[src/rtl/eag_pkg.sv]
package eag_pkg;
  parameter int ADDR_W = 16;
  parameter int BYTE_W = 8;

  typedef enum logic [3:0] {
    AM_IMM  = 4'd0,
    AM_ZP   = 4'd1,
    AM_ZPX  = 4'd2,
    AM_ZPY  = 4'd3,
    AM_ABS  = 4'd4,
    AM_ABSX = 4'd5,
    AM_ABSY = 4'd6,
    AM_INDX = 4'd7,
    AM_INDY = 4'd8
  } amode_e;

  typedef enum logic [1:0] {K_IMM, K_ZP, K_ABS, K_IND} akind_e;

  typedef enum logic [1:0] {RD_NONE, RD_PC, RD_ZPNEW, RD_PTRHI} rdsel_e;

  typedef struct packed {
    logic   latch;
    logic   incPc;
    logic   capImm;
    logic   capLo;
    logic   capHi;
    logic   capPtr;
    logic   finish;
    rdsel_e rdSel;
  } ctrl_t;

  function automatic akind_e modeKind(input logic [3:0] m);
    case (m)
      AM_ZP, AM_ZPX, AM_ZPY:   modeKind = K_ZP;
      AM_ABS, AM_ABSX, AM_ABSY: modeKind = K_ABS;
      AM_INDX, AM_INDY:         modeKind = K_IND;
      default:                  modeKind = K_IMM;
    endcase
  endfunction
endpackage

[src/rtl/eag_ctrl.sv]
module eag_ctrl
  import eag_pkg::*;
(
  input  logic       clk,
  input  logic       rstN,
  input  logic       start,
  input  logic [3:0] modeIn,
  input  logic [3:0] modeQ,
  output ctrl_t      ctl,
  output logic       busy
);
  typedef enum logic [2:0] {
    ST_IDLE, ST_IMM, ST_OPRD, ST_OPGET, ST_HIGET, ST_PLO, ST_PHI, ST_DONE
  } state_e;

  state_e state, stateNext;

  always_ff @(posedge clk) begin
    if (!rstN) state <= ST_IDLE;
    else       state <= stateNext;
  end

  always_comb begin
    ctl       = '0;
    ctl.rdSel = RD_NONE;
    stateNext = state;
    case (state)
      ST_IDLE: begin
        if (start) begin
          ctl.latch = 1'b1;
          stateNext = (modeKind(modeIn) == K_IMM) ? ST_IMM : ST_OPRD;
        end
      end
      ST_IMM: begin
        ctl.capImm = 1'b1;
        ctl.incPc  = 1'b1;
        stateNext  = ST_DONE;
      end
      ST_OPRD: begin
        ctl.rdSel = RD_PC;
        ctl.incPc = 1'b1;
        stateNext = ST_OPGET;
      end
      ST_OPGET: begin
        ctl.capLo = 1'b1;
        case (modeKind(modeQ))
          K_ABS: begin
            ctl.rdSel = RD_PC;
            ctl.incPc = 1'b1;
            stateNext = ST_HIGET;
          end
          K_IND: begin
            ctl.capPtr = 1'b1;
            ctl.rdSel  = RD_ZPNEW;
            stateNext  = ST_PLO;
          end
          default: stateNext = ST_DONE;
        endcase
      end
      ST_HIGET: begin
        ctl.capHi = 1'b1;
        stateNext = ST_DONE;
      end
      ST_PLO: begin
        ctl.capLo = 1'b1;
        ctl.rdSel = RD_PTRHI;
        stateNext = ST_PHI;
      end
      ST_PHI: begin
        ctl.capHi = 1'b1;
        stateNext = ST_DONE;
      end
      ST_DONE: begin
        ctl.finish = 1'b1;
        stateNext  = ST_IDLE;
      end
      default: stateNext = ST_IDLE;
    endcase
  end

  assign busy = (state != ST_IDLE);

  // result pulse lasts a single cycle
  a_r9_single_done: assert property (@(posedge clk) disable iff (!rstN)
    ctl.finish |=> !ctl.finish);

  // an accepted start makes the unit busy on the next cycle
  a_r1_busy_after_start: assert property (@(posedge clk) disable iff (!rstN)
    (start && !busy) |=> busy);

  // capture strobes never fire while a computation runs
  a_r1_no_relatch: assert property (@(posedge clk) disable iff (!rstN)
    busy |-> !ctl.latch);
endmodule

[src/rtl/eag_datapath.sv]
module eag_datapath
  import eag_pkg::*;
(
  input  logic              clk,
  input  logic              rstN,
  input  ctrl_t             ctl,
  input  logic [3:0]        modeIn,
  input  logic [BYTE_W-1:0] idxX,
  input  logic [BYTE_W-1:0] idxY,
  input  logic [ADDR_W-1:0] pcIn,
  input  logic [BYTE_W-1:0] memData,
  output logic [3:0]        modeQ,
  output logic [ADDR_W-1:0] memAddr,
  output logic              memRd,
  output logic [ADDR_W-1:0] effAddr,
  output logic [ADDR_W-1:0] pcOut,
  output logic              pageCross
);
  localparam int HI_W = ADDR_W - BYTE_W;

  logic [BYTE_W-1:0] xQ, yQ, loQ, hiQ, ptrQ, zpNew, idxSel, zpSum;
  logic [ADDR_W-1:0] pcQ, baseAddr, idxSum;
  logic              indexed16;

  assign zpNew = memData + ((modeQ == AM_INDX) ? xQ : '0);

  always_ff @(posedge clk) begin
    if (!rstN) begin
      modeQ <= '0;
      xQ    <= '0;
      yQ    <= '0;
      pcQ   <= '0;
      loQ   <= '0;
      hiQ   <= '0;
      ptrQ  <= '0;
    end else begin
      if (ctl.latch) begin
        modeQ <= modeIn;
        xQ    <= idxX;
        yQ    <= idxY;
        pcQ   <= pcIn + ADDR_W'(1);
        loQ   <= '0;
        hiQ   <= '0;
      end else if (ctl.incPc) begin
        pcQ <= pcQ + ADDR_W'(1);
      end
      if (ctl.capImm) {hiQ, loQ} <= pcQ;
      if (ctl.capLo)  loQ  <= memData;
      if (ctl.capHi)  hiQ  <= memData;
      if (ctl.capPtr) ptrQ <= zpNew;
    end
  end

  always_comb begin
    case (ctl.rdSel)
      RD_ZPNEW: memAddr = {{HI_W{1'b0}}, zpNew};
      RD_PTRHI: memAddr = {{HI_W{1'b0}}, ptrQ + BYTE_W'(1)};
      default:  memAddr = pcQ;
    endcase
  end
  assign memRd = (ctl.rdSel != RD_NONE);

  assign idxSel   = (modeQ == AM_ZPX || modeQ == AM_ABSX) ? xQ : yQ;
  assign baseAddr = {hiQ, loQ};
  assign idxSum   = baseAddr + {{HI_W{1'b0}}, idxSel};
  assign zpSum    = loQ + idxSel;
  assign indexed16 = (modeQ == AM_ABSX) || (modeQ == AM_ABSY) || (modeQ == AM_INDY);

  always_comb begin
    case (modeQ)
      AM_ZP:                     effAddr = {{HI_W{1'b0}}, loQ};
      AM_ZPX, AM_ZPY:            effAddr = {{HI_W{1'b0}}, zpSum};
      AM_ABSX, AM_ABSY, AM_INDY: effAddr = idxSum;
      default:                   effAddr = baseAddr;
    endcase
  end

  assign pageCross = indexed16 && (idxSum[ADDR_W-1:BYTE_W] != hiQ);
  assign pcOut     = pcQ;

  // page-zero results stay in page zero
  a_r4_zp_result_page0: assert property (@(posedge clk) disable iff (!rstN)
    (ctl.finish && modeKind(modeQ) == K_ZP) |-> (effAddr[ADDR_W-1:BYTE_W] == '0));

  // no page-cross indication for non-indexed modes
  a_r10_cross_only_indexed: assert property (@(posedge clk) disable iff (!rstN)
    (ctl.finish && pageCross) |-> indexed16);

  // pointer fetches address page zero
  a_r7_ptr_in_page0: assert property (@(posedge clk) disable iff (!rstN)
    (memRd && (ctl.rdSel == RD_ZPNEW || ctl.rdSel == RD_PTRHI))
      |-> (memAddr[ADDR_W-1:BYTE_W] == '0));

  // each operand fetch moves the program counter by one
  a_r5_pc_step: assert property (@(posedge clk) disable iff (!rstN)
    (ctl.rdSel == RD_PC) |=> (pcOut == $past(memAddr) + ADDR_W'(1)));
endmodule

[src/rtl/ea_gen.sv]
module ea_gen
  import eag_pkg::*;
(
  input  logic        clk,
  input  logic        rstN,
  input  logic        start,
  input  logic [3:0]  mode,
  input  logic [7:0]  idxX,
  input  logic [7:0]  idxY,
  input  logic [15:0] pcIn,
  output logic [15:0] memAddr,
  output logic        memRd,
  input  logic [7:0]  memData,
  output logic        busy,
  output logic        done,
  output logic [15:0] effAddr,
  output logic [15:0] pcOut,
  output logic        pageCross
);
  ctrl_t      ctl;
  logic [3:0] modeQ;

  eag_ctrl u_ctrl (
    .clk    (clk),
    .rstN   (rstN),
    .start  (start),
    .modeIn (mode),
    .modeQ  (modeQ),
    .ctl    (ctl),
    .busy   (busy)
  );

  eag_datapath u_dp (
    .clk       (clk),
    .rstN      (rstN),
    .ctl       (ctl),
    .modeIn    (mode),
    .idxX      (idxX),
    .idxY      (idxY),
    .pcIn      (pcIn),
    .memData   (memData),
    .modeQ     (modeQ),
    .memAddr   (memAddr),
    .memRd     (memRd),
    .effAddr   (effAddr),
    .pcOut     (pcOut),
    .pageCross (pageCross)
  );

  assign done = ctl.finish;
endmodule

[config.mk]
export PLATFORM = sky130hd
export DESIGN_NAME = ea_gen
export DESIGN_NICKNAME = d
export VERILOG_FILES = /design/src/rtl/eag_pkg.sv /design/src/rtl/eag_ctrl.sv /design/src/rtl/eag_datapath.sv /design/src/rtl/ea_gen.sv
export SDC_FILE = /design/constraint.sdc
export NUM_CORES = 1
export LEC_CHECK = 0
export ABC_CLOCK_PERIOD_IN_PS = 9600
export BUFFER_PORTS_ARGS = -buffer_cell sky130_fd_sc_hd__buf_2
export CAP_MARGIN = 20
export CORE_MARGIN = 8
export CORE_UTILIZATION = 55
export CTS_CLUSTER_SIZE = 30
export DETAILED_ROUTE_END_ITERATION = 7
export PLACE_DENSITY = 0.84
export SYNTH_ARGS = -nofsm -noshare
export SYNTH_HDL_FRONTEND = slang
export SYNTH_HIERARCHICAL = 1
export SYNTH_SLANG_ARGS = --single-unit
export TNS_END_PERCENT = 1
[constraint.sdc]
create_clock -name clk -period 9.6 [get_ports clk]
set_input_delay 0.48 -clock clk [delete_from_list [all_inputs] [get_ports clk]]
set_output_delay 0.48 -clock clk [all_outputs]
set_load 0.005 [all_outputs]
After elaboration in Yosys (flattened, before gate mapping) --
Memories as Yosys holds them, arrays and structs flattened. A register that Yosys moved wholly into a read port is not among the register bits. Cells that the tools add are included.
Word-level totals: bits in registers 63, bits in read-only memories 64, bits of input ports 47, output and inout port bits 52, word-level logic and storage cells 85, memories kept 2
Cells by class: add/sub/neg operators 6, equal/unequal tests 20, multiplexer cells 32, reduce and logical (&&, ||, !) cells 17
Memories:
- (no name shown) | depth 16, bits a word 2, read ports 1, clocked after memory_dff 0, write ports 0, line eag_pkg.sv:33 | case (m)
- (no name shown) | depth 16, bits a word 2, read ports 1, clocked after memory_dff 1, write ports 0, line eag_pkg.sv:33
Operators by type and width (number):
- 8-bit two-way mux | 7
- 16-bit case mux with 3 select lines | 1
- 16-bit by 1-bit adder with 16-bit output (second input constant) | 2
- 16-bit two-way mux | 2
- 16-bit case mux with 2 select lines | 1
- 3-bit case mux with 6 select lines | 1
- 16-bit by 8-bit adder with 16-bit output | 1
- 8-bit adder | 2
- 3-bit equality test (second input constant) | 4
- 4-bit by 3-bit equality test with 1-bit output (second input constant) | 3
- 1-bit two-way mux | 9
- 3-bit nonzero test | 3
- 8-bit by 1-bit adder with 8-bit output (second input constant) | 1
- 2-bit equality test (second input constant) | 4
- 4-bit by 2-bit equality test with 1-bit output (second input constant) | 2
- 2-bit two-way mux | 4
- 4-bit two-way mux | 2
- 8-bit != test | 1
- 2-bit case mux with 2 select lines | 2
- 2-bit OR reduction | 4
- 3-bit by 2-bit equality test with 1-bit output (second input constant) | 2
- 2-bit case mux with 3 select lines | 1
- 3-bit OR reduction | 2
- 4-bit by 1-bit equality test with 1-bit output (second input constant) | 1
- other kinds (10) | 13

Longest topological paths before layout --
depth after elaboration 7, mapped depth 14, mapped depth without buffers 12

By module --
The synthesis kept the hierarchy.
By module, submodules not included:
- eag_datapath | instances 1, cells each 592, area each 4747.1 um^2, sequential area each 1201.2 um^2
- eag_ctrl | instances 1, cells each 41, area each 307.8 um^2, sequential area each 60.1 um^2

Worst setup path after synthesis --
Ideal clock, no wire load.
kind register -> output, start register u_dp.modeQ[1], end output effAddr[11], arrival 3.087 ns, data required time 9.120 ns, setup slack 6.033 ns, stages on the path, launching flop included 11, path buffers 1, cell sequence dfxtp_1 > clkbuf_2 > nand3b_1 > a21oi_1 > mux2_2 > ha_1 > and2_1 > a22o_1 > o31a_1 > o32ai_1 > a2bb2oi_1
On the way: cells in the longest elaborated chain, start to end 5, elaborated cells between the ends (all ways) 12, those cells by class 1 x add/sub; 6 x eq/ne; 2 x mux; 3 x reduce/logical
Ends and longest elaborated chain:
- from (decl) | line eag_datapath.sv:12 | output logic [3:0] modeQ,
- from (signal assigned) | line eag_datapath.sv:38 | modeQ <= modeIn;
- 4-bit by 2-bit equality test with 1-bit output / 4-bit by 3-bit equality test with 1-bit output (equally long branches) | line eag_datapath.sv:63, eag_datapath.sv:70
- 1-bit logical OR | line eag_datapath.sv:63 | assign idxSel = (modeQ == AM_ZPX || modeQ == AM_ABSX) ? xQ : yQ;
- 8-bit two-way mux | line eag_datapath.sv:63
- 16-bit by 8-bit adder with 16-bit output | line eag_datapath.sv:65 | assign idxSum = baseAddr + {{HI_W{1'b0}}, idxSel};
- 16-bit case mux with 3 select lines (*) | line eag_datapath.sv:70 | case (modeQ)
- to (decl) | line ea_gen.sv:16 | output logic [15:0] effAddr,
Mark *: on every way between the ends. The rest lies on a longest branch, timed or not.

Worst setup path in the final report --
start register u_dp.modeQ[0], end output effAddr[14]
The elaborated chain is that of the path after synthesis.

==> impl_metrics.ini <==
[routing]
drtIter0Drc = 416
routed_wl_mm = 14.7
via_per_inst = 6.22
drc_errors = 0
firstDrtPassIters = 5
antenna_left = 0
routed-via-count = 5166
wl_per_cell_um = 17.7

[worst_setup_path]
cp.buffers_inverters = 2
cpPeakStageDelay_ns = 0.71
crit_chain = nand3b_1, a21oi_1, mux2_2, ha_1, inv_1, fa_1, nor2b_1, o2111ai_1, a31o_2, or4_1, nand3_1, buf_2
cp.depth = 12
worstSetupEndpoint = effAddr[14]
cp_max_fo = 12
reg2reg_depth = 10
critical_path_class = flop to primary output
r2r_end = u_dp/pcOut[10]
crit_family = compound AO/OA/AOI/OAI gates
cp-start-kind = flop
r2r_slack_ns = 6.08
worstPathRequired_ns = 9.12
end_kind = primary output
r2r-start = u_ctrl/state[1]
worstPathArrival_ns = 4.08
crit_start = u_dp/modeQ[0]
cpMaxStageDelayCell = a21oi_1

[power_and_ir_drop]
p_total_mw = 0.790
pwr-share-seq_pct = 41.0
cellPowerDensity_nw_per_um2 = 137
switching_power_mw = 0.273
pwr-share-comb_pct = 30.1
swShare_pct = 34.5
vdd_drop_max_mv = 0.0757
p_leak_nw = 2.47
p_clk_share_pct = 28.9
p_int_mw = 0.518

[logic_synthesis]
yosysMostFrequentCell = nand2_1
synthFlopType = dfxtp_1
yosys_warnings = 6
synth.net_count = 701
synth.avg_cell_area_um2 = 7.99
async_flop_share_pct = 0
synth_compound_area_share_pct = 19.9
netlist_area_um2 = 5050
synth-seq-cells = 63
synth_top_area_share_pct = 25.0
synth_top_family_by_area = simple AND/OR/NAND/NOR gates
synth-edff-count = 0
synth-xor-area-share_pct = 5.54
seq_area_frac_synth_pct = 25.0
yosys.area.top_type = dfxtp_1
synth_cell_types = 73
synth_fa_ha_area_share_pct = 5.50
synthMuxAreaShare_pct = 10.5
synth_common_cells = 66 x nand2_1, 63 x dfxtp_1, 42 x o21ai_0
synth-simple-area-share_pct = 29.4
synthTopCellsByArea = dfxtp_1 25%, mux2i_1 7.1%, nand2_1 4.9%
synthCells = 633

[finish]
nFillCells = 767
multi_input_area_um2 = 3590
areaGrowthSynthToFinish_pct = 14.3
utilization_pct = 63.7
instances_no_fill = 830
drive_gt1_share_pct = 20.4
seq_area_um2 = 1260
diodes = 0
fin_nets = 782

[clock_tree]
post_cts_buffers = 0
ctsLongestPathBuffers = 2
clk_pin_slew_ns = 0.07
postCtsResizedCells = 0
cts_buffers = 9
cts_hold_buffers = 0
cts_num_sinks = 63
cts_max_level = 3
clk_latency_ns = 0.34
root_buffer = clkbuf_8
cts_tree = built

[worst_hold_path]
hold_path_class = primary input to flop
hp-start = idxX[2]

[placement]
place_ws_ns = 5.50
io_buffers = 98
finalWeightedCongestion = 0.901
placed_cells = 814
dp_hpwl_mm = 10.9

[grt]
grt_pass1_wl_mm = 24.5
grt_overflow = 0
grt_max_degree = 82
grt_pass1_vias = 5142
gr-usage-all-layers_pct = 23.6
antenna_found_initial = 0

[floorplan]
num_rows = 35
ioPinCount = 99
die_h_um = 112
start_util_pct = 55.8
dieWidth_um = 112
die_area_um2 = 12500
coreArea_um2 = 9060

[timing]
min_period_ns = 4.56
fin_ws_ns = 5.04
min_period_over_period_pct = 47.5
setup_viol = 0
fmax_mhz = 219
worstMarginPinSlew_ns = 1.07
slew_headroom_pct = 28.4
hold_viol = 0
rsz0062_at_grt = no
finalMaxSlewViolations = 0
tns_ns = 0
skew_ns = 0.00751

[status]
run_status = completed

[job]
cap_violations = 0
[worst min-delay path by stage]
stage | endpoint | slack [ns] | depth (start not counted)
final | u_dp/xQ[2] | 0.39 | 3
after global routing | u_dp/xQ[2] | 0.40 | 3
after CTS | u_dp/xQ[2] | 0.38 | 3
after detailed placement | u_dp/yQ[1] | 0.51 | 2
after global placement | u_dp/ptrQ[5] | 0.50 | 2
after floorplan | u_dp/yQ[0] | 0.48 | 2
[cells in the final DEF (no fill, tap or decap), types with 16 or more instances in the layout]
master   Yosys  routed
nor2b_1     38      38
o21ai_0     42      42
buf_2        7      98
xnor2_1     18      18
and2_1      28      27
nand2_1     66      66
a21oi_1     35      35
nand3_1     19      19
nor3_1      16      16
dfxtp_1     63      63
nor2_1      18      18
mux2i_1     36      36
ha_1        19      19
[flip-flops by register name (all words and copies together) (netlist names)]
| signal | cells |
|---|---|
| u_dp/hiQ | 8 |
| u_dp/modeQ | 4 |
| u_dp/yQ | 8 |
| u_dp/xQ | 8 |
| u_dp/loQ | 8 |
| u_dp/ptrQ | 8 |
| u_dp/pcOut | 16 |
| u_ctrl/state | 3 |
[per-stage QoR]
step	hold WS [ns]	instance area, µm²
2_1_floorplan	0.478	5050
3_3_place_gp	0.503	5590
3_5_place_dp	0.507	5590
4_1_cts	0.382	5780
5_1_grt	0.403	5780
6_report	0.391	5780
[routing by layer]
layer | global-route usage [%] | part of all wire, % | up-vias
li1 | - | - | 2470
met1 | 27.8 | 42 | 2427
met2 | 39.3 | 47 | 231
met3 | 4.98 | 7.3 | 38
met4 | 12.6 | 3.4 | 0
met5 | 0 | 0 | -
[power by group through the flow]
| stage | sequential (mW) | clock [mW] | combinational [mW] |
|---|---|---|---|
| after global placement | 0.327 | 0 | 0.227 |
| final | 0.324 | 0.229 | 0.238 |
| after global routing | 0.327 | 0.245 | 0.265 |
| after floorplan | 0.309 | 0 | 0.167 |
| after CTS | 0.322 | 0.232 | 0.237 |
| after detailed placement | 0.328 | 0 | 0.235 |
[worst min-delay path, stage by stage]
cell and delay, ns:
buf_2 0.07, mux2i_1 0.05, nor2b_1 0.10
[cells by family after synthesis]
kind of cell	Yosys count
buf+inv	50
simple gates	263
xor+xnor	32
flops	63
fa+ha+maj	21
mux	51
compound gates	153
[cell type report]
class	instances	share of cell area [%]
clock inverters	4	0.780
multi-input cells	520	62.1
clock buffers	12	2.51
inverters	15	0.975
well taps	111	2.40
repair buffers	105	9.40
flip-flops and latches	63	21.8
No activity file was read; power rests on OpenSTA's default activity.
